### src/rtl/evt_mon_pkg.sv
package evt_mon_pkg;
  typedef enum logic [1:0] {
    EDGE_NONE = 2'b00,
    EDGE_RISE = 2'b01,
    EDGE_FALL = 2'b10,
    EDGE_BOTH = 2'b11
  } edge_sel_e;

  typedef enum logic {
    SMP_EACH   = 1'b0,
    SMP_WINDOW = 1'b1
  } smp_mode_e;

  localparam int unsigned ADDR_MODE = 32;
  localparam int unsigned ADDR_CLR  = 33;
  localparam int unsigned ADDR_DIV  = 34;
endpackage

### src/rtl/evt_detect.sv
module evt_detect
  import evt_mon_pkg::*;
#(
  parameter int N_EVT = 30
) (
  input  logic             clk,
  input  logic             rst_n,
  input  logic [N_EVT-1:0] probe,
  input  logic [N_EVT-1:0] cfg_wr,
  input  logic [2:0]       cfg_bits,
  output logic [N_EVT-1:0] evt_c,
  output logic [N_EVT-1:0] evt_q,
  output logic             trig_q
);
  generate
    for (genvar i = 0; i < N_EVT; i++) begin : g_ch
      logic      s1, s2, prev, en;
      edge_sel_e sel;

      always_ff @(posedge clk) begin
        if (!rst_n) begin
          s1   <= 1'b0;
          s2   <= 1'b0;
          prev <= 1'b0;
          en   <= 1'b0;
          sel  <= EDGE_NONE;
        end else begin
          s1   <= probe[i];
          s2   <= s1;
          prev <= s2;
          if (cfg_wr[i]) begin
            en  <= cfg_bits[0];
            sel <= edge_sel_e'(cfg_bits[2:1]);
          end
        end
      end

      // rising edge uses code bit 0, falling edge uses code bit 1
      assign evt_c[i] = en & ((sel[0] & s2 & ~prev) | (sel[1] & ~s2 & prev));
    end
  endgenerate

  always_ff @(posedge clk) begin
    if (!rst_n) begin
      evt_q  <= '0;
      trig_q <= 1'b0;
    end else begin
      evt_q  <= evt_c;
      trig_q <= |evt_c;
    end
  end
endmodule

### src/rtl/evt_counters.sv
module evt_counters #(
  parameter int N_EVT = 30,
  parameter int CNT_W = 16,
  parameter int SEL_W = 5
) (
  input  logic             clk,
  input  logic             rst_n,
  input  logic             clr,
  input  logic [N_EVT-1:0] evt,
  input  logic [SEL_W-1:0] sel,
  output logic [CNT_W-1:0] cnt_val
);
  localparam logic [CNT_W-1:0] CNT_MAX = '1;

  logic [CNT_W-1:0] cnt [N_EVT];

  generate
    for (genvar i = 0; i < N_EVT; i++) begin : g_cnt
      always_ff @(posedge clk) begin
        if (!rst_n || clr)
          cnt[i] <= '0;
        else if (evt[i] && cnt[i] != CNT_MAX)
          cnt[i] <= cnt[i] + CNT_W'(1);
      end
    end
  endgenerate

  always_comb begin
    cnt_val = '0;
    for (int i = 0; i < N_EVT; i++)
      if (sel == SEL_W'(i)) cnt_val = cnt[i];
  end
endmodule

### src/rtl/smp_qual.sv
module smp_qual
  import evt_mon_pkg::*;
#(
  parameter int N_EVT = 30,
  parameter int TS_W  = 32,
  parameter int IDX_W = 5
) (
  input  logic             clk,
  input  logic             rst_n,
  input  logic [N_EVT-1:0] evt_c,
  input  logic [TS_W-1:0]  ts,
  input  smp_mode_e        mode,
  input  logic [IDX_W-1:0] start_idx,
  input  logic [IDX_W-1:0] stop_idx,
  input  logic             smp_ready,
  output logic             smp_valid,
  output logic [TS_W-1:0]  smp_ts,
  output logic [N_EVT-1:0] smp_evts
);
  logic start_hit, stop_hit, win_q, win_d, take;

  assign start_hit = |((evt_c >> start_idx) & N_EVT'(1));
  assign stop_hit  = |((evt_c >> stop_idx) & N_EVT'(1));

  always_comb begin
    if (mode == SMP_WINDOW) begin
      take  = win_q | start_hit;
      win_d = stop_hit ? 1'b0 : (start_hit ? 1'b1 : win_q);
    end else begin
      take  = |evt_c;
      win_d = 1'b0;
    end
  end

  always_ff @(posedge clk) begin
    if (!rst_n) begin
      win_q     <= 1'b0;
      smp_valid <= 1'b0;
      smp_ts    <= '0;
      smp_evts  <= '0;
    end else begin
      win_q <= win_d;
      // a held sample blocks newer ones, which are dropped
      if (!smp_valid || smp_ready) begin
        smp_valid <= take;
        if (take) begin
          smp_ts   <= ts;
          smp_evts <= evt_c;
        end
      end
    end
  end
endmodule

### src/rtl/clk_div.sv
module clk_div #(
  parameter int DIV_W = 8
) (
  input  logic             clk,
  input  logic             rst_n,
  input  logic             ratio_wr,
  input  logic [DIV_W-1:0] ratio_in,
  output logic             tclk_en
);
  logic [DIV_W-1:0] ratio_q, cnt_q;

  always_ff @(posedge clk) begin
    if (!rst_n) begin
      ratio_q <= DIV_W'(1);
      cnt_q   <= '0;
      tclk_en <= 1'b0;
    end else if (ratio_wr) begin
      ratio_q <= ratio_in;
      cnt_q   <= '0;
      tclk_en <= 1'b0;
    end else if (cnt_q >= ratio_q) begin
      cnt_q   <= '0;
      tclk_en <= 1'b1;
    end else begin
      cnt_q   <= cnt_q + DIV_W'(1);
      tclk_en <= 1'b0;
    end
  end
endmodule

### src/rtl/evt_monitor_top.sv
module evt_monitor_top
  import evt_mon_pkg::*;
#(
  parameter int N_EVT  = 30,
  parameter int CNT_W  = 16,
  parameter int TS_W   = 32,
  parameter int DIV_W  = 8,
  parameter int ADDR_W = 6,
  parameter int DATA_W = 16,
  localparam int IDX_W = $clog2(N_EVT)
) (
  input  logic              clk,
  input  logic              rst_n,
  input  logic [N_EVT-1:0]  probe,
  input  logic              cfg_we,
  input  logic [ADDR_W-1:0] cfg_addr,
  input  logic [DATA_W-1:0] cfg_wdata,
  input  logic [IDX_W-1:0]  cnt_sel,
  output logic [CNT_W-1:0]  cnt_val,
  output logic              trig,
  output logic [N_EVT-1:0]  evt_vec,
  output logic [TS_W-1:0]   ts_out,
  output logic              smp_valid,
  input  logic              smp_ready,
  output logic [TS_W-1:0]   smp_ts,
  output logic [N_EVT-1:0]  smp_evts,
  output logic              tclk_en
);
  logic [N_EVT-1:0] cfg_wr, evt_c;
  logic             wr_mode, wr_clr, wr_div;
  smp_mode_e        mode_q;
  logic [IDX_W-1:0] start_q, stop_q;
  logic [TS_W-1:0]  ts_q;

  always_comb begin
    for (int i = 0; i < N_EVT; i++)
      cfg_wr[i] = cfg_we && (cfg_addr == ADDR_W'(i));
  end

  assign wr_mode = cfg_we && (cfg_addr == ADDR_W'(ADDR_MODE));
  assign wr_clr  = cfg_we && (cfg_addr == ADDR_W'(ADDR_CLR));
  assign wr_div  = cfg_we && (cfg_addr == ADDR_W'(ADDR_DIV));

  always_ff @(posedge clk) begin
    if (!rst_n) begin
      mode_q  <= SMP_EACH;
      start_q <= '0;
      stop_q  <= IDX_W'(1);
      ts_q    <= '0;
    end else begin
      ts_q <= ts_q + TS_W'(1);
      if (wr_mode) begin
        mode_q  <= smp_mode_e'(cfg_wdata[0]);
        start_q <= cfg_wdata[IDX_W:1];
        stop_q  <= cfg_wdata[2*IDX_W:IDX_W+1];
      end
    end
  end

  assign ts_out = ts_q;

  evt_detect #(.N_EVT(N_EVT)) u_det (
    .clk(clk), .rst_n(rst_n), .probe(probe), .cfg_wr(cfg_wr),
    .cfg_bits(cfg_wdata[2:0]), .evt_c(evt_c), .evt_q(evt_vec), .trig_q(trig)
  );

  evt_counters #(.N_EVT(N_EVT), .CNT_W(CNT_W), .SEL_W(IDX_W)) u_cnt (
    .clk(clk), .rst_n(rst_n), .clr(wr_clr), .evt(evt_c),
    .sel(cnt_sel), .cnt_val(cnt_val)
  );

  smp_qual #(.N_EVT(N_EVT), .TS_W(TS_W), .IDX_W(IDX_W)) u_smp (
    .clk(clk), .rst_n(rst_n), .evt_c(evt_c), .ts(ts_q), .mode(mode_q),
    .start_idx(start_q), .stop_idx(stop_q), .smp_ready(smp_ready),
    .smp_valid(smp_valid), .smp_ts(smp_ts), .smp_evts(smp_evts)
  );

  clk_div #(.DIV_W(DIV_W)) u_div (
    .clk(clk), .rst_n(rst_n), .ratio_wr(wr_div),
    .ratio_in(cfg_wdata[DIV_W-1:0]), .tclk_en(tclk_en)
  );
endmodule

### config.mk
export PLATFORM = sky130hd
export DESIGN_NAME = evt_monitor_top
export DESIGN_NICKNAME = d
export VERILOG_FILES = /design/src/rtl/evt_mon_pkg.sv /design/src/rtl/evt_detect.sv /design/src/rtl/evt_counters.sv /design/src/rtl/smp_qual.sv /design/src/rtl/clk_div.sv /design/src/rtl/evt_monitor_top.sv
export SDC_FILE = /design/constraint.sdc
export NUM_CORES = 2
export LEC_CHECK = 0
export BUFFER_PORTS_ARGS = -buffer_cell sky130_fd_sc_hd__buf_2
export CAP_MARGIN = 20
export CORE_ASPECT_RATIO = 0.9
export CORE_MARGIN = 3
export CORE_UTILIZATION = 50
export CTS_CLUSTER_SIZE = 16
export DETAILED_ROUTE_END_ITERATION = 10
export HOLD_SLACK_MARGIN = 0.08
export PLACE_DENSITY_LB_ADDON = 0.2
export SLEW_MARGIN = 15
export SYNTH_ARGS = -nofsm -noshare
export SYNTH_HDL_FRONTEND = slang
export SYNTH_SLANG_ARGS = --single-unit
export TNS_END_PERCENT = 1
### constraint.sdc
create_clock -name clk -period 5.3 [get_ports clk]
set_input_delay 1.325 -clock clk [delete_from_list [all_inputs] [get_ports clk]]
set_output_delay 1.325 -clock clk [all_outputs]
set_load 0.02 [all_outputs]
==> impl_metrics.py <==
metrics = {
    "sta": {
        "report.final.slew_viol_count": 0,
        "worst_clock_skew_ns": 0.03369,
        "finalCriticalPeriod_ns": 5.299,
        "fmaxAchievable_mhz": 188.7,
        "hold_viol_final": 0,
        "finalSetupViolations": 0,
        "grt_setup_unrepaired": "yes",
        "slew_headroom_pct": 30.40,
        "fin_crit_sh_pct": 99.99,
        "worst_slew_pin_slew_ns": 1.044,
        "fin_ws_ns": 0.0007296,
    },
    "logic_synthesis": {
        "synthArstFlopShare_pct": 0,
        "yosys_warnings": 0,
        "yosys.cell_types.count": 73,
        "synth-seq-cells": 815,
        "avgSynthCellArea_um2": 9.571,
        "syn_area_um2": 41770,
        "netlist_instances": 4364,
        "ys.flop_type": "edfxtp_1",
        "synth_fp_nets": 4465,
        "synth_edf_count": 480,
        "synth-seq-area-share_pct": 50.56,
    },
    "flow_run": {
        "drv_cap": 0,
    },
    "clock_tree": {
        "cts_sinks": 815,
        "path_clk_slew_ns": 0.06,
        "cts_root_buffer": "clkbuf_16",
        "clk_latency_ns": 0.67,
        "tritoncts": "built",
        "htreeDepth": 3,
        "cts_buffers": 86,
        "hold_buffers": 0,
        "clock_path_buffers": 3,
    },
    "finish": {
        "drive_gt1_share_pct": 12.38,
        "areaGrowthSynthToFinish_pct": 14.35,
        "nNetsFinal": 4706,
        "design_area_um2": 47760,
    },
    "pwr": {
        "power_density_nw_per_um2": 300.7,
        "power.total_mw": 14.36,
        "vdd_drop_max_mv": 0.2987,
        "power.leakage_nw": 17.51,
    },
    "route": {
        "num_vias": 33380,
        "drc": 0,
        "first_pass_iters": 8,
        "drtIter0Drc": 3588,
        "wl_mm": 118.7,
        "antenna_left": 0,
        "viasPerCell": 5.761,
        "wl_per_cell_um": 20.48,
    },
    "worst_setup_path": {
        "crit_fanout": 12,
        "crit_path_start_kind": "primary input",
        "end_kind": "output port",
        "crit_type": "primary input to output port",
        "required_ns": 3.97,
        "worstPathArrival_ns": 3.97,
    },
    "floorplan": {
        "rows": 99,
        "die_height_um": 280.2,
        "die_x_um": 310.7,
        "initial_core_util_pct": 51.01,
        "fp.dieArea_um2": 87050,
        "core_um2": 81880,
        "io_pins": 204,
    },
    "place": {
        "place_congestion": 0.9573,
        "io_buffers": 198,
        "preCtsSetupSlack_ns": -0.08405,
        "hpwlAfterDp_mm": 86.28,
        "placed_area_um2": 44740,
    },
    "grt": {
        "grt_pass1_wl_mm": 181.6,
        "grt_max_degree": 96,
        "grt-ovfl-total": 0,
        "antenna_found_initial": 8,
        "grt_use_total_pct": 26.58,
        "grt_pass1_vias": 31030,
    },
    "status": {
        "status": "completed",
    },
    "worst_hold_path": {
        "hold_class": "flop to flop",
    },
}
## cells in the final DEF (no fill, tap or decap), types with 9 or more instances in the layout
cell         n
nor3_1      35
a31oi_1     12
nand2b_1    11
o21ai_0    120
and2_1     103
nor2_1     758
and3_1     109
a211oi_1    12
a22oi_1     16
and4_1      24
nand4_1     68
clkinv_2    20
xnor2_1    180
clkbuf_16   91
clkinv_1    12
clkbuf_1    15
mux4_2      22
nand3_1    294
nand3b_1     9
a221oi_1    20
ha_1        40
dfxtp_1    335
buf_2      195
mux2_2      25
nor4_1      11
a21oi_1    159
or2_2       14
mux2i_1    155
xor2_1     270
a222oi_1    10
nand2_1    523
nor2b_1     16
edfxtp_1   480
nand4b_1    56
inv_1      104
o22ai_1     37
buf_12      17
o221ai_1    12
buf_4      147
or3_1       11
## cell families (layout without fill, tap and decap cells)
kind of cell / count (synthesis) / after routing / share of synthesized area (%)
AOI/OAI and AO/OA: 475 / 475 / 7.088
DFF: 815 / 815 / 50.56
adders and majority gates: 40 / 40 / 1.198
other: 0 / 7 / 0
and+or+nand+nor: 2065 / 2065 / 22.83
muxes: 205 / 205 / 5.763
buffers and inverters: 314 / 626 / 3.118
xor gates and xnor gates: 450 / 450 / 9.436
## cell type report
class                           instances  area, µm²
Fill cell                            7140      34110
Tap cell                             1111       1390
Clock inverter                         47      531.8
Clock buffer                          112       2410
Sequential cell                       815      21120
Antenna cell                            7      17.52
Inverter                              105      396.6
Timing Repair Buffer                  362       2454
Multi-Input combinational cell       3235      19440
## worst max-delay path, stage by stage
cell and delay (ns):
buf_4 0.11, buf_4 0.13, buf_12 0.14, buf_4 0.13, inv_1 0.07, buf_4 0.16, a221oi_1 0.42, a21oi_1 0.07
o21ai_0 0.25, o21ai_0 0.21, a21oi_1 0.33, o21ai_0 0.29, nand2_1 0.15, buf_2 0.17
## routing by layer
metal / GRT usage (%) / wire, µm / up-vias
met5: 0 / 0 / -
met4: 9.228 / 3774 / 0
met3: 6.920 / 12010 / 211
met2: 39.10 / 50770 / 1326
met1: 38.06 / 52130 / 16060
li1: - / - / 15790
## stage by stage
stage | TNS [ns] | hold WS, ns | util [%] | std cells
after floorplan | 0 | 0.4119 | - | 4364
after global placement | -0.2035 | 0.4156 | 54.65 | 5628
after detailed placement | -0.1099 | 0.4177 | 54.65 | 5628
after CTS | 0 | 0.4327 | 58.26 | 5787
after global routing | -0.1052 | 0.4401 | 58.32 | 5788
final | 0 | 0.4318 | 58.34 | 5794
## worst paths after layout
check               startpoint                 to  slack (ns)  depth (start not counted)
max reg2reg  u_det.g_ch[21].s2  u_smp.smp_evts[2]        1.94                          9
max                 cnt_sel[1]         cnt_val[9]      0.0007                         14
min          u_det.g_ch[22].s1  u_det.g_ch[22].s2        0.43                          1
min reg2reg  u_det.g_ch[22].s1  u_det.g_ch[22].s2        0.43                          1
## report_power, final
part	leakage [nW]	switching [mW]	internal [mW]
registers	7.68	0.244	6.87
logic	8.39	0.613	0.389
clock network	1.45	2.62	3.63
## sequential cells by signal, summed over array words and instances (netlist names), 5 cells and up
signal	flops
u_cnt.cnt	480
u_det.g_ch.sel	60
ts_out	32
u_smp.smp_ts	32
u_det.evt_q	30
u_det.g_ch.en	30
u_det.g_ch.prev	30
u_det.g_ch.s1	30
u_det.g_ch.s2	30
u_smp.smp_evts	30
u_div.cnt_q	8
u_div.ratio_q	8
start_q	5
stop_q	5
## Yosys cell counts (all sizes together) (32+ instances only)
cell type / n / area [µm²]
xor2: 270 / 2365
buf: 32 / 242.7
o22ai: 38 / 237.7
and2: 104 / 650.6
o21ai: 124 / 620.6
nand3: 294 / 1471
and3: 109 / 681.9
dfxtp: 335 / 6706
nand2: 529 / 1998
nor2: 758 / 2845
inv: 105 / 394.1
nor3: 37 / 185.2
a21oi: 160 / 800.8
ha: 40 / 500.5
clkbuf: 177 / 665.6
xnor2: 180 / 1577
nand4b: 56 / 490.5
nand4: 68 / 425.4
mux2i: 155 / 1551
edfxtp: 480 / 14410
## timing repair
item | CTS | global route
buffers inserted | 0 | 0
endpoints found under the setup margin | 2 | 7
pin swaps | 1 | 2
gates resized for setup | 2 | 9
(Power assumes the default switching activity.)
